File: config.mk
export PLATFORM = sky130hd
export DESIGN_NAME = tri_pwm_dt
export DESIGN_NICKNAME = d
export VERILOG_FILES = /design/src/rtl/pwm3_pkg.sv /design/src/rtl/pwm_rst_sync.sv /design/src/rtl/pwm_ramp.sv /design/src/rtl/pwm_leg.sv /design/src/rtl/tri_pwm_dt.sv
export SDC_FILE = /design/constraint.sdc
export NUM_CORES = 1
export LEC_CHECK = 0
export BUFFER_PORTS_ARGS = -buffer_cell sky130_fd_sc_hd__buf_4
export CORE_MARGIN = 5
export CORE_UTILIZATION = 62
export CTS_BUF_LIST = sky130_fd_sc_hd__clkbuf_8
export DETAILED_ROUTE_END_ITERATION = 10
export GPL_ROUTABILITY_DRIVEN = 0
export GPL_TIMING_DRIVEN = 0
export PLACE_DENSITY = 0.84
export SLEW_MARGIN = 20
export SYNTH_ARGS = -nofsm -noshare
export SYNTH_HDL_FRONTEND = slang
export SYNTH_SLANG_ARGS = --single-unit
File: constraint.sdc
create_clock -name clk -period 4.8 [get_ports clk]
set_clock_uncertainty 0.15 [all_clocks]
set_input_delay 0.96 -clock clk [delete_from_list [all_inputs] [get_ports clk]]
set_output_delay 0.96 -clock clk [all_outputs]
set_load 0.02 [all_outputs]
File: src/rtl/pwm3_pkg.sv
package pwm3_pkg;
  localparam int unsigned NUM_LEGS = 3;

  // saturating add of a margin onto a counter-wide value
  function automatic logic [15:0] sat_add(input logic [15:0] a,
                                          input logic [15:0] b,
                                          input logic [15:0] lim);
    logic [16:0] s;
    s = {1'b0, a} + {1'b0, b};
    if (s > {1'b0, lim}) sat_add = lim;
    else sat_add = s[15:0];
  endfunction
endpackage

File: src/rtl/pwm_rst_sync.sv
module pwm_rst_sync (
  input  logic clk,
  input  logic arst_n,
  output logic srst_n
);
  logic [1:0] sync_q;

  always_ff @(posedge clk or negedge arst_n) begin
    if (!arst_n) sync_q <= 2'b00;
    else         sync_q <= {sync_q[0], 1'b1};
  end

  assign srst_n = sync_q[1];
endmodule

File: src/rtl/pwm_ramp.sv
module pwm_ramp #(
  parameter int unsigned CW = 10
) (
  input  logic          clk,
  input  logic          rst_n,
  input  logic          active,
  output logic [CW-1:0] cnt,
  output logic          wrap
);
  localparam logic [CW-1:0] TOP = {CW{1'b1}};

  logic [CW-1:0] cnt_q, cnt_d;

  always_comb begin
    if (!active)          cnt_d = '0;
    else if (cnt_q == TOP) cnt_d = '0;
    else                  cnt_d = cnt_q + 1'b1;
  end

  always_ff @(posedge clk or negedge rst_n) begin
    if (!rst_n) cnt_q <= '0;
    else        cnt_q <= cnt_d;
  end

  assign cnt  = cnt_q;
  assign wrap = active && (cnt_q == TOP);


  wrap_to_zero_chk: assert property (@(posedge clk) disable iff (!rst_n)
    (active && cnt == TOP) |=> (cnt == '0));


  idle_hold_chk: assert property (@(posedge clk) disable iff (!rst_n)
    !active |=> (cnt == '0));
endmodule

File: src/rtl/pwm_leg.sv
module pwm_leg
  import pwm3_pkg::*;
#(
  parameter int unsigned CW = 10,
  parameter int unsigned DT = 8
) (
  input  logic          clk,
  input  logic          rst_n,
  input  logic          active,
  input  logic          load,
  input  logic [CW-1:0] duty_in,
  input  logic [CW-1:0] cnt,
  output logic          hi,
  output logic          lo
);
  localparam logic [CW-1:0] TOP    = {CW{1'b1}};
  localparam logic [CW-1:0] DT_V   = CW'(DT);
  localparam logic [CW-1:0] LO_END = TOP - DT_V;

  logic [CW-1:0] shadow_q, shadow_d;
  logic [CW-1:0] lo_start;

  always_comb begin
    shadow_d = shadow_q;
    if (load) shadow_d = duty_in;
  end

  always_ff @(posedge clk or negedge rst_n) begin
    if (!rst_n) shadow_q <= '0;
    else        shadow_q <= shadow_d;
  end

  assign lo_start = CW'(sat_add(16'(shadow_q), 16'(DT_V), 16'(TOP)));

  assign hi = active && (cnt < shadow_q);
  assign lo = active && (cnt >= lo_start) && (cnt <= LO_END);


  no_overlap_chk: assert property (@(posedge clk) disable iff (!rst_n)
    !(hi && lo));


  lo_after_gap_chk: assert property (@(posedge clk) disable iff (!rst_n)
    $rose(lo) |-> !$past(hi));


  hi_after_gap_chk: assert property (@(posedge clk) disable iff (!rst_n)
    $rose(hi) |-> !$past(lo));


  shadow_hold_chk: assert property (@(posedge clk) disable iff (!rst_n)
    (active && cnt != TOP) |=> $stable(shadow_q));
endmodule

File: src/rtl/tri_pwm_dt.sv
module tri_pwm_dt
  import pwm3_pkg::*;
#(
  parameter int unsigned CW = 10,
  parameter int unsigned DT = 8
) (
  input  logic          clk,
  input  logic          rst_n,
  input  logic          en,
  input  logic [CW-1:0] duty_a,
  input  logic [CW-1:0] duty_b,
  input  logic [CW-1:0] duty_c,
  output logic [2:0]    hi_gate,
  output logic [2:0]    lo_gate,
  output logic          peak_stb
);
  logic          srst_n;
  logic          active;
  logic [CW-1:0] cnt;
  logic          wrap;
  logic          load;
  logic [CW-1:0] duty_v [NUM_LEGS];

  pwm_rst_sync u_rst (
    .clk    (clk),
    .arst_n (rst_n),
    .srst_n (srst_n)
  );

  assign active = en && srst_n;

  pwm_ramp #(.CW(CW)) u_ramp (
    .clk    (clk),
    .rst_n  (srst_n),
    .active (active),
    .cnt    (cnt),
    .wrap   (wrap)
  );

  assign load      = !active || wrap;
  assign duty_v[0] = duty_a;
  assign duty_v[1] = duty_b;
  assign duty_v[2] = duty_c;

  for (genvar g = 0; g < NUM_LEGS; g++) begin : g_leg
    pwm_leg #(.CW(CW), .DT(DT)) u_leg (
      .clk     (clk),
      .rst_n   (srst_n),
      .active  (active),
      .load    (load),
      .duty_in (duty_v[g]),
      .cnt     (cnt),
      .hi      (hi_gate[g]),
      .lo      (lo_gate[g])
    );
  end

  assign peak_stb = wrap;


  single_peak_chk: assert property (@(posedge clk) disable iff (!srst_n)
    peak_stb |=> !peak_stb);


  idle_quiet_chk: assert property (@(posedge clk) disable iff (!srst_n)
    !en |-> (hi_gate == 3'b000 && lo_gate == 3'b000 && !peak_stb));
endmodule

## Word-level counts from Yosys, hierarchy flattened

Cells that the tools add are included.

- Word-level logic and storage cells: 38
- Bits of input ports: 33
- Output and inout bits: 7
- Bits in registers: 42

- Eq/ne operators: 1
- Reductions and logical operators: 13
- $add $sub $neg: 4
- $lt $le $gt $ge: 10
- Multiplexer cells: 5

Operator list:

| kind | count |
|---|---|
| $mux W10 | 5 |
| $add A10 B4 Y11 const B | 3 |
| $gt A11 B10 Y1 const B | 3 |
| $ge A10 B10 Y1 | 3 |
| $lt A10 B10 Y1 | 3 |
| $logic_and A1 B1 Y1 | 11 |
| $add A10 B1 Y10 const B | 1 |
| $eq A10 B10 Y1 const B | 1 |
| $le A10 B10 Y1 const B | 1 |
| $logic_not A1 Y1 | 1 |
| $logic_or A1 B1 Y1 | 1 |

## Depth between registers and ports, before layout

Gate-level depths: netlist (run 1).

- Depth after elaboration: 6
- Depth in mapped cells: 14
- Mapped depth without buffers: 12

## Cells and area by module

From an unflattened synthesis (run 1), not the netlist that was laid out.

- Cells, all modules: 414
- Area total of the unflattened synthesis: 3528.4 um2

Modules (own cells, without submodules):

| module | sequential area each (um2) | cells an instance | times used | area an instance (um2) |
|---|---|---|---|---|
| pwm_leg | 250.2 | 120 | 3 | 994.7 |
| pwm_ramp | 250.2 | 49 | 1 | 476.7 |
| pwm_rst_sync | 50.0 | 3 | 1 | 53.8 |
| tri_pwm_dt | 0.0 | 2 | 1 | 13.8 |

## Worst setup path before layout (run 1)

OpenSTA, ideal clock, no wires.

- Path type: reg2out
- From: register g_leg[0].u_leg.shadow_q[3]
- To: output port lo_gate[0]
- Cell stages (with the launch flop): 15
- Buffers on the path: 2
- Arrival time: 2.577 ns
- Data required time: 3.690 ns
- Path slack: 1.113 ns
- Cells stage by stage: dfrtp_1 -> ha_1 -> clkbuf_1 -> a21oi_1 -> nor2_1 -> o22ai_1 -> a41oi_1 -> and2_2 -> ha_1 -> a21o_1 -> a221oi_1 -> o221ai_1 -> nand4_1 -> nand3_1 -> buf_4

- Word-level cells in the longest chain between the ends: 6

Ends and longest elaborated chain:

| what | line | RTL |
|---|---|---|
| start: declaration | pwm_leg.sv:20 | `logic [CW-1:0] shadow_q, shadow_d;` |
| start signal: assignment | pwm_leg.sv:30 | `else shadow_q <= shadow_d;` |
| $add A10 B4 Y11 * | pwm3_pkg.sv:9 | `s = {1'b0, a} + {1'b0, b};` |
| $gt A11 B10 Y1 | pwm3_pkg.sv:10 | `if (s > {1'b0, lim}) sat_add = lim;` |
| $mux W10 * | pwm3_pkg.sv:10 |  |
| $ge A10 B10 Y1 * | pwm_leg.sv:36 | `assign lo = active && (cnt >= lo_start) && (cnt <= LO_END);` |
| $logic_and A1 B1 Y1 * (2 in a row) | pwm_leg.sv:36 |  |
| end: declaration | tri_pwm_dt.sv:14 | `output logic [2:0] lo_gate,` |

Every way passes the cells marked *; elsewhere a longest branch is shown, timed or not.

## Worst setup path in the final report (run 1)

- From: register g_leg[0].u_leg.shadow_q[4]
- To: output port lo_gate[0]

Same word-level chain as after synthesis.

==> impl_results.md, run 1 <==
- Dpl cells: 504
- Syn_nets: 486
- GRT Total Usage: 23.3%
- Initial drt markers: 173
- DRT Wirelength: 8.11 mm
- Clock latency at the later pin of the worst-skew pair: 300 ps
- Die X: 87.6 um
- P_int: 0.603 mW
- Slew at the pin closest to its max-slew limit: 821 ps
- Psw: 0.268 mW
- Mapped Cells: 389
- Clock sinks: 42
- Core Box Area: 0.00589 mm^2
- Relative slew slack: 44.5%
- CP Class: flop to output port
- First-pass GRT wire length: 14.2 mm
- Hold Vio Cnt, Final: 0
- Die area: 0.00768 mm^2
- Achievable Freq: 224 MHz
- Most common cell after layout, fill and taps aside: ha_1
- FP Rows: 28
- Final period util: 93.1%
- Final Max Slew Viols: 0
- Cells along the critical path: ha_1 -> clkbuf_1 -> a31oi_1 -> o22ai_1 -> a41oi_2 -> and2_2 -> ha_1 -> a21o_1 -> a221oi_1 -> o221ai_1 -> nand4_1 -> nand3_1 -> buf_4 -> buf_4
- Gr ovfl total: 0
- Antenna violations before repair: 0
- Area Overhead vs Synth: 13.6%
- IO Port Bufs: 39
- Commonest non-fill, non-tap cells in the layout: ha_1, buf_4, dfrtp_1, nor2_1, mux2_2
- Syn_area_per_cell: 9.60 um^2
- Cell family with most CP delay: compound AO/OA/AOI/OAI gates
- Initial core utilization: 63.5%
- Fin nets: 533
- Synth Flop Type: dfrtp_1
- Asr flop ratio synth: 100%
- Cell Area, Synth: 0.00373 mm^2
- Synth warnings: 0
- Die span in y: 87.6 um
- Setup TNS: 0 ps
- DR vias/cell: 5.96
- Clock network fraction of design power: 27.4%
- Tmin final: 4470 ps
- Status: complete, no violations
- Fill cells: 440
- DRC: 0
- Largest net degree at the start of global routing: 27
- Sw frac: 30.8%
- Pwr Density: 205 mW/mm^2
- Finish-stage setup viols: 0
- Routed vias: 3052
- CTS tree: done
- First-pass iteration count of the detailed router: 4
- Setup bufs post-CTS: 0
- Layout cells sized above 1: 24.3%
- EDFF count, synth: 0
- CP peak stage delay: 490 ps
- Combinational share of power: 25.2%
- Startpoint types: flop
- Synth unique cells: 48
- WP data required: 3690 ps
- Share of power burned in registers: 47.4%
- Worst-path clk slew: 80 ps
- Unrepaired setup endpoints after global routing: no
- Critical path endpoint category: output port
- Slowest-stage cell, CP: dfrtp_1
- H-tree lvl count: 2
- Worst min-delay path class: flop to asynchronous set/reset pin
- IO Count: 40
- Worst Path Buf+Inv: 3
- Leak: 2.16 nW
- Worst VDD drop: 158 uV
- Vias in the first global route: 3096
- Critical Path Fanout Max: 8
- Worst Path Arrival: 3360 ps
- Synthesis-stage register bit count: 42
- Max_cap viols: 0
- # diodes: 0
- Layout Cells excl Fill: 512
- Max clock buf depth: 2
- ANT nets after route: 0
- Clk root buf: clkbuf_8
- Hpwl dp: 6.19 mm
- Cts bufs inserted: 5
- WL/cell: 15.8 um
- Sequential-to-total area share from yosys stat: 28.1%
==> cell type report <==
| cell class | count | area (um^2) | share of cell area [%] |
|---|---|---|---|
| multi-input cells | 306 | 2480 | 58.5 |
| flip-flops and latches | 42 | 1050 | 24.8 |
| repair buffers | 40 | 313 | 7.37 |
| inverters | 29 | 109 | 2.57 |
| plain buffers | 12 | 100 | 2.36 |
| well taps | 75 | 93.8 | 2.21 |
| clock buffers | 6 | 82.6 | 1.95 |
| clock inverters | 2 | 8.76 | 0.206 |
==> cells in the mapped netlist, types with 2 or more instances <==
cell      count  share of area, %
ha_1         64                21
dfrtp_1      42                28
nor2_1       33               3.3
mux2_2       31               9.3
inv_1        29               2.9
nand3_1      24               3.2
nand2_1      16               1.6
a21o_1       12               2.4
nand4_1      12               2.0
xnor2_1      11               2.6
a211oi_1     10               2.0
a21oi_1       8               1.1
xor2_1        8               1.9
nand2b_1      7               1.2
o21ai_0       7              0.94
buf_4         6               1.2
nor3_1        6              0.80
and3_1        5              0.84
o31ai_1       5               1.0
and2_1        4              0.67
a31oi_1       3              0.50
and2_2        3              0.60
nor2b_1       3              0.50
o21a_1        3              0.60
or2_2         3              0.50
a221oi_1      2              0.47
a41oi_1       2              0.47
and4_1        2              0.47
buf_2         2              0.27
buf_8         2              0.80
nand3_4       2              0.94
nor3b_1       2              0.40
nor4_4        2               1.1
o211ai_1      2              0.40
o221ai_1      2              0.47
o22ai_1       2              0.33
==> sequential cells by signal (all words and copies together) (netlist names) <==
register              cells
u_ramp.cnt               10
u_rst.sync_q              2
g_leg.u_leg.shadow_q     30
==> power by group through the flow <==
| stage | logic, mW | registers [mW] | clock network, mW |
|---|---|---|---|
| 2_1_floorplan | 0.157 | 0.411 | 0 |
| 3_3_place_gp | 0.200 | 0.423 | 0 |
| 3_5_place_dp | 0.217 | 0.421 | 0 |
| 4_1_cts | 0.220 | 0.413 | 0.245 |
| 5_1_grt | 0.249 | 0.419 | 0.261 |
| 6_report | 0.219 | 0.413 | 0.239 |
==> layer usage <==
layer | vias up | share of wire [%] | track usage, %
met5 | - | 0 | 0
met4 | 0 | 1.5 | 8.23
met3 | 10 | 4.6 | 4.33
met2 | 59 | 52 | 41.2
met1 | 1483 | 42 | 28.4
li1 | 1500 | - | -
==> stage by stage <==
stage | hold WS, ps | power [mW] | util [%] | cell area [um^2] | setup WS (ps)
3_5_place_dp | 71.5 | 0.638 | 70.4 | 4140 | 628
4_1_cts | 73.6 | 0.878 | 71.9 | 4230 | 296
2_1_floorplan | 181 | 0.568 | - | 3730 | 1110
3_3_place_gp | 185 | 0.623 | 70.0 | 4120 | 53.2
5_1_grt | 98.5 | 0.929 | 72.1 | 4240 | 1.65
6_report | 53.3 | 0.871 | 72.1 | 4240 | 330
==> worst paths after layout <==
path | slack, ps | from | depth (start not counted) | to
hold / removal | 50 | u_rst.sync_q[1]$_DFF_PN0_ | 0 | g_leg[0].u_leg.shadow_q[0]$_DFFE_PN0P_
hold reg to reg | 50 | u_rst.sync_q[1]$_DFF_PN0_ | 0 | g_leg[0].u_leg.shadow_q[0]$_DFFE_PN0P_
setup reg to reg | 2620 | u_ramp.cnt[5]$_DFF_PN0_ | 6 | g_leg[1].u_leg.shadow_q[0]$_DFFE_PN0P_
setup / recovery | 330 | g_leg[0].u_leg.shadow_q[4]$_DFFE_PN0P_ | 14 | lo_gate[0]
max in group asynchronous | 3950 | u_rst.sync_q[1]$_DFF_PN0_ | 1 | g_leg[2].u_leg.shadow_q[2]$_DFFE_PN0P_
min in group clk | 210 | u_rst.sync_q[0]$_DFF_PN0_ | 0 | u_rst.sync_q[1]$_DFF_PN0_
==> cell families after synthesis <==
family | share of synthesized area, %
mux | 9.35
buf+inv | 5.59
other cells | 0.100
xor+xnor | 4.46
simple gates | 19.4
fa+ha+maj | 21.4
flops | 28.1
compound gates | 11.6
==> what timing repair did <==
| item | 4_1_cts | 5_1_grt |
|---|---|---|
| resized for setup | 0 | 1 |
| endpoints found under the setup margin | 0 | 1 |
| hold buffers | 0 | 0 |
(Power assumes the default switching activity.)
==> inputs of run 2 (changes only) <==
CORE_UTILIZATION = 45   (was 62)
PLACE_DENSITY = default   (was 0.84)
==> impl_results.md, run 2 (synthesized netlist as in run 1, its figures left out) <==
- Slew at the pin closest to its max-slew limit: 905 ps (+83.7 ps)
- Dpl cells: 534 (+6.0%)
- Combinational share of power: 24.7% (-0.5 points)
- Max reg flops: 30 (unchanged)
- Commonest non-fill, non-tap cells in the layout: ha_1, buf_4, dfrtp_1, nor2_1, mux2_2
- Cts bufs inserted: 5 (unchanged)
- DR vias/cell: 5.48 (-8.0%)
- Most common cell after layout, fill and taps aside: ha_1
- Finish-stage setup viols: 0 (unchanged)
- Gr ovfl total: 0 (unchanged)
- Largest regs: g_leg.u_leg.shadow_q (30), u_ramp.cnt (10), u_rst.sync_q (2)
- Final period util: 93.5% (+0.39 points)
- Die X: 101 um (+15%)
- H-tree lvl count: 2 (unchanged)
- Tmin final: 4490 ps (+18.8 ps)
- Final Max Slew Viols: 0 (unchanged)
- Sw frac: 31.0% (+0.18 points)
- CTS tree: done
- Fill cells: 769 (+75%)
- Die area: 0.0102 mm^2 (+33%)
- WP data required: 3690 ps (about the same)
- Achievable Freq: 223 MHz (-0.42%)
- Worst Path Arrival: 3380 ps (+20 ps)
- Register with the most flip-flops: g_leg.u_leg.shadow_q
- Total power: 0.875 mW (+0.52%)
- Layout Cells excl Fill: 542 (+5.9%)
- Die span in y: 101 um (+15%)
- First-pass iteration count of the detailed router: 4 (unchanged)
- Clk root buf: clkbuf_8
- CP Class: flop to output port
- P_int: 0.604 mW (+0.27%)
- Pwr Density: 204 mW/mm^2 (-0.68%)
- Clock sinks: 42 (unchanged)
- Relative slew slack: 38.9% (-5.7 points)
- Initial core utilization: 45.9% (-18 points)
- Worst-path clk slew: 90 ps (about the same)
- # diodes: 0 (unchanged)
- Status: complete, no violations
- FP Rows: 33 (+18%)
- Worst VDD drop: 147 uV (-6.7%)
- Setup bufs post-CTS: 0 (unchanged)
- Critical path endpoint category: output port
- Leak: 2.15 nW (-0.18%)
- ANT nets after route: 0 (unchanged)
- Routed vias: 2971 (-2.7%)
- Psw: 0.271 mW (+1.1%)
- Post_cts resized: 0 (unchanged)
- Clock network fraction of design power: 28.0% (+0.6 points)
- Worst min-delay path class: flop to asynchronous set/reset pin
- Max_cap viols: 0 (unchanged)
- Antenna violations before repair: 0 (unchanged)
- DRC: 0 (unchanged)
- Hold Vio Cnt, Final: 0 (unchanged)
- Layout cells sized above 1: 24.9% (+0.69 points)
- Largest net degree at the start of global routing: 24 (-11%)
- Share of power burned in registers: 47.3% (about the same)
- Hold WS: 95.7 ps (+42.4 ps)
- Critical Path Fanout Max: 7 (-1)
- Core Box Area: 0.00813 mm^2 (+38%)
- Clock latency at the later pin of the worst-skew pair: 290 ps (about the same)
- GRT Total Usage: 17.4% (-5.9 points)
- Initial drt markers: 63 (-64%)
- Post-CTS Hold Buffers: 0 (unchanged)
- IO Count: 40 (unchanged)
- Startpoint types: flop
- Fin nets: 533 (unchanged)
- Max clock buf depth: 2 (unchanged)
- WL/cell: 15.4 um (-2.9%)
- IO Port Bufs: 39 (unchanged)
- First-pass GRT wire length: 14.3 mm (+0.92%)
- DRT Wirelength: 8.33 mm (+2.7%)
- Vias in the first global route: 2942 (-5.0%)
- Area Overhead vs Synth: 14.9%
- Hpwl dp: 6.50 mm (+5.0%)
## run 2: cell types whose count changed in the layout (fill, tap and decap cells not counted)
cell and change:
dfrtp_1 -2, clkinvlp_4 +1, inv_1 -1, buf_16 +1, dfrtp_2 +2, buf_12 -1
## run 2: area by class of cell
class                      count  area [um^2]  area share [%]
clock inverter                 2         12.5           0.291
timing repair buffer          40          320            7.46
inverter                      29          109            2.54
multi-input combinational    306         2480            57.8
clock buffer                   6         82.6            1.92
tap                          105          131            3.06
buffer                        12          100            2.33
sequential                    42         1050            24.6
## run 2: final timing paths
| kind | from | to | slack [ps] | cells past startpoint |
|---|---|---|---|---|
| worst min-delay path | u_rst.sync_q[1]$_DFF_PN0_ | g_leg[1].u_leg.shadow_q[6]$_DFFE_PN0P_ | 100 | 0 |
| worst max register to register | u_ramp.cnt[1]$_DFF_PN0_ | g_leg[1].u_leg.shadow_q[9]$_DFFE_PN0P_ | 2630 | 7 |
| min in group clk | u_rst.sync_q[0]$_DFF_PN0_ | u_rst.sync_q[1]$_DFF_PN0_ | 210 | 0 |
| max in group asynchronous | u_rst.sync_q[1]$_DFF_PN0_ | g_leg[0].u_leg.shadow_q[4]$_DFFE_PN0P_ | 3910 | 1 |
| worst max-delay path | g_leg[2].u_leg.shadow_q[4]$_DFFE_PN0P_ | lo_gate[2] | 310 | 13 |
| worst min register to register | u_rst.sync_q[1]$_DFF_PN0_ | g_leg[1].u_leg.shadow_q[6]$_DFFE_PN0P_ | 100 | 0 |
## run 2: critical path: stages (launching register included)
cell,delay (ps)
dfrtp_1,450
ha_1,330
nor3b_1,220
o211ai_1,140
a311oi_2,370
nor3_1,100
ha_1,300
and3_1,200
a221oi_1,280
o221ai_1,190
nand4_1,130
nand3_1,90
buf_4,130
buf_4,140
## run 2: per-layer routing
layer	GRT usage, %	wire, um	vias to the layer above
li1	-	-	1500
met4	4.70	92	0
met2	29.2	4090	43
met1	23.8	3900	1419
met3	2.15	254	9
met5	0	0	-
## run 2: stage by stage
stage               util [%]  setup WS, ps  TNS [ps]  area, um^2
floorplan                  -          1110         0        3730
finish                  52.8           311         0        4290
CTS                     52.7           273         0        4280
global route            52.8         -17.3     -17.3        4290
detailed placement      51.5           610         0        4190
global placement        51.1          -154      -154        4160
## run 2: power by group through the flow
stage / Sequential (mW) / Clock (mW) / Combinational, mW
finish: 0.414 / 0.245 / 0.216
floorplan: 0.411 / 0 / 0.157
detailed placement: 0.422 / 0 / 0.217
CTS: 0.415 / 0.256 / 0.218
global route: 0.421 / 0.272 / 0.249
global placement: 0.425 / 0 / 0.204
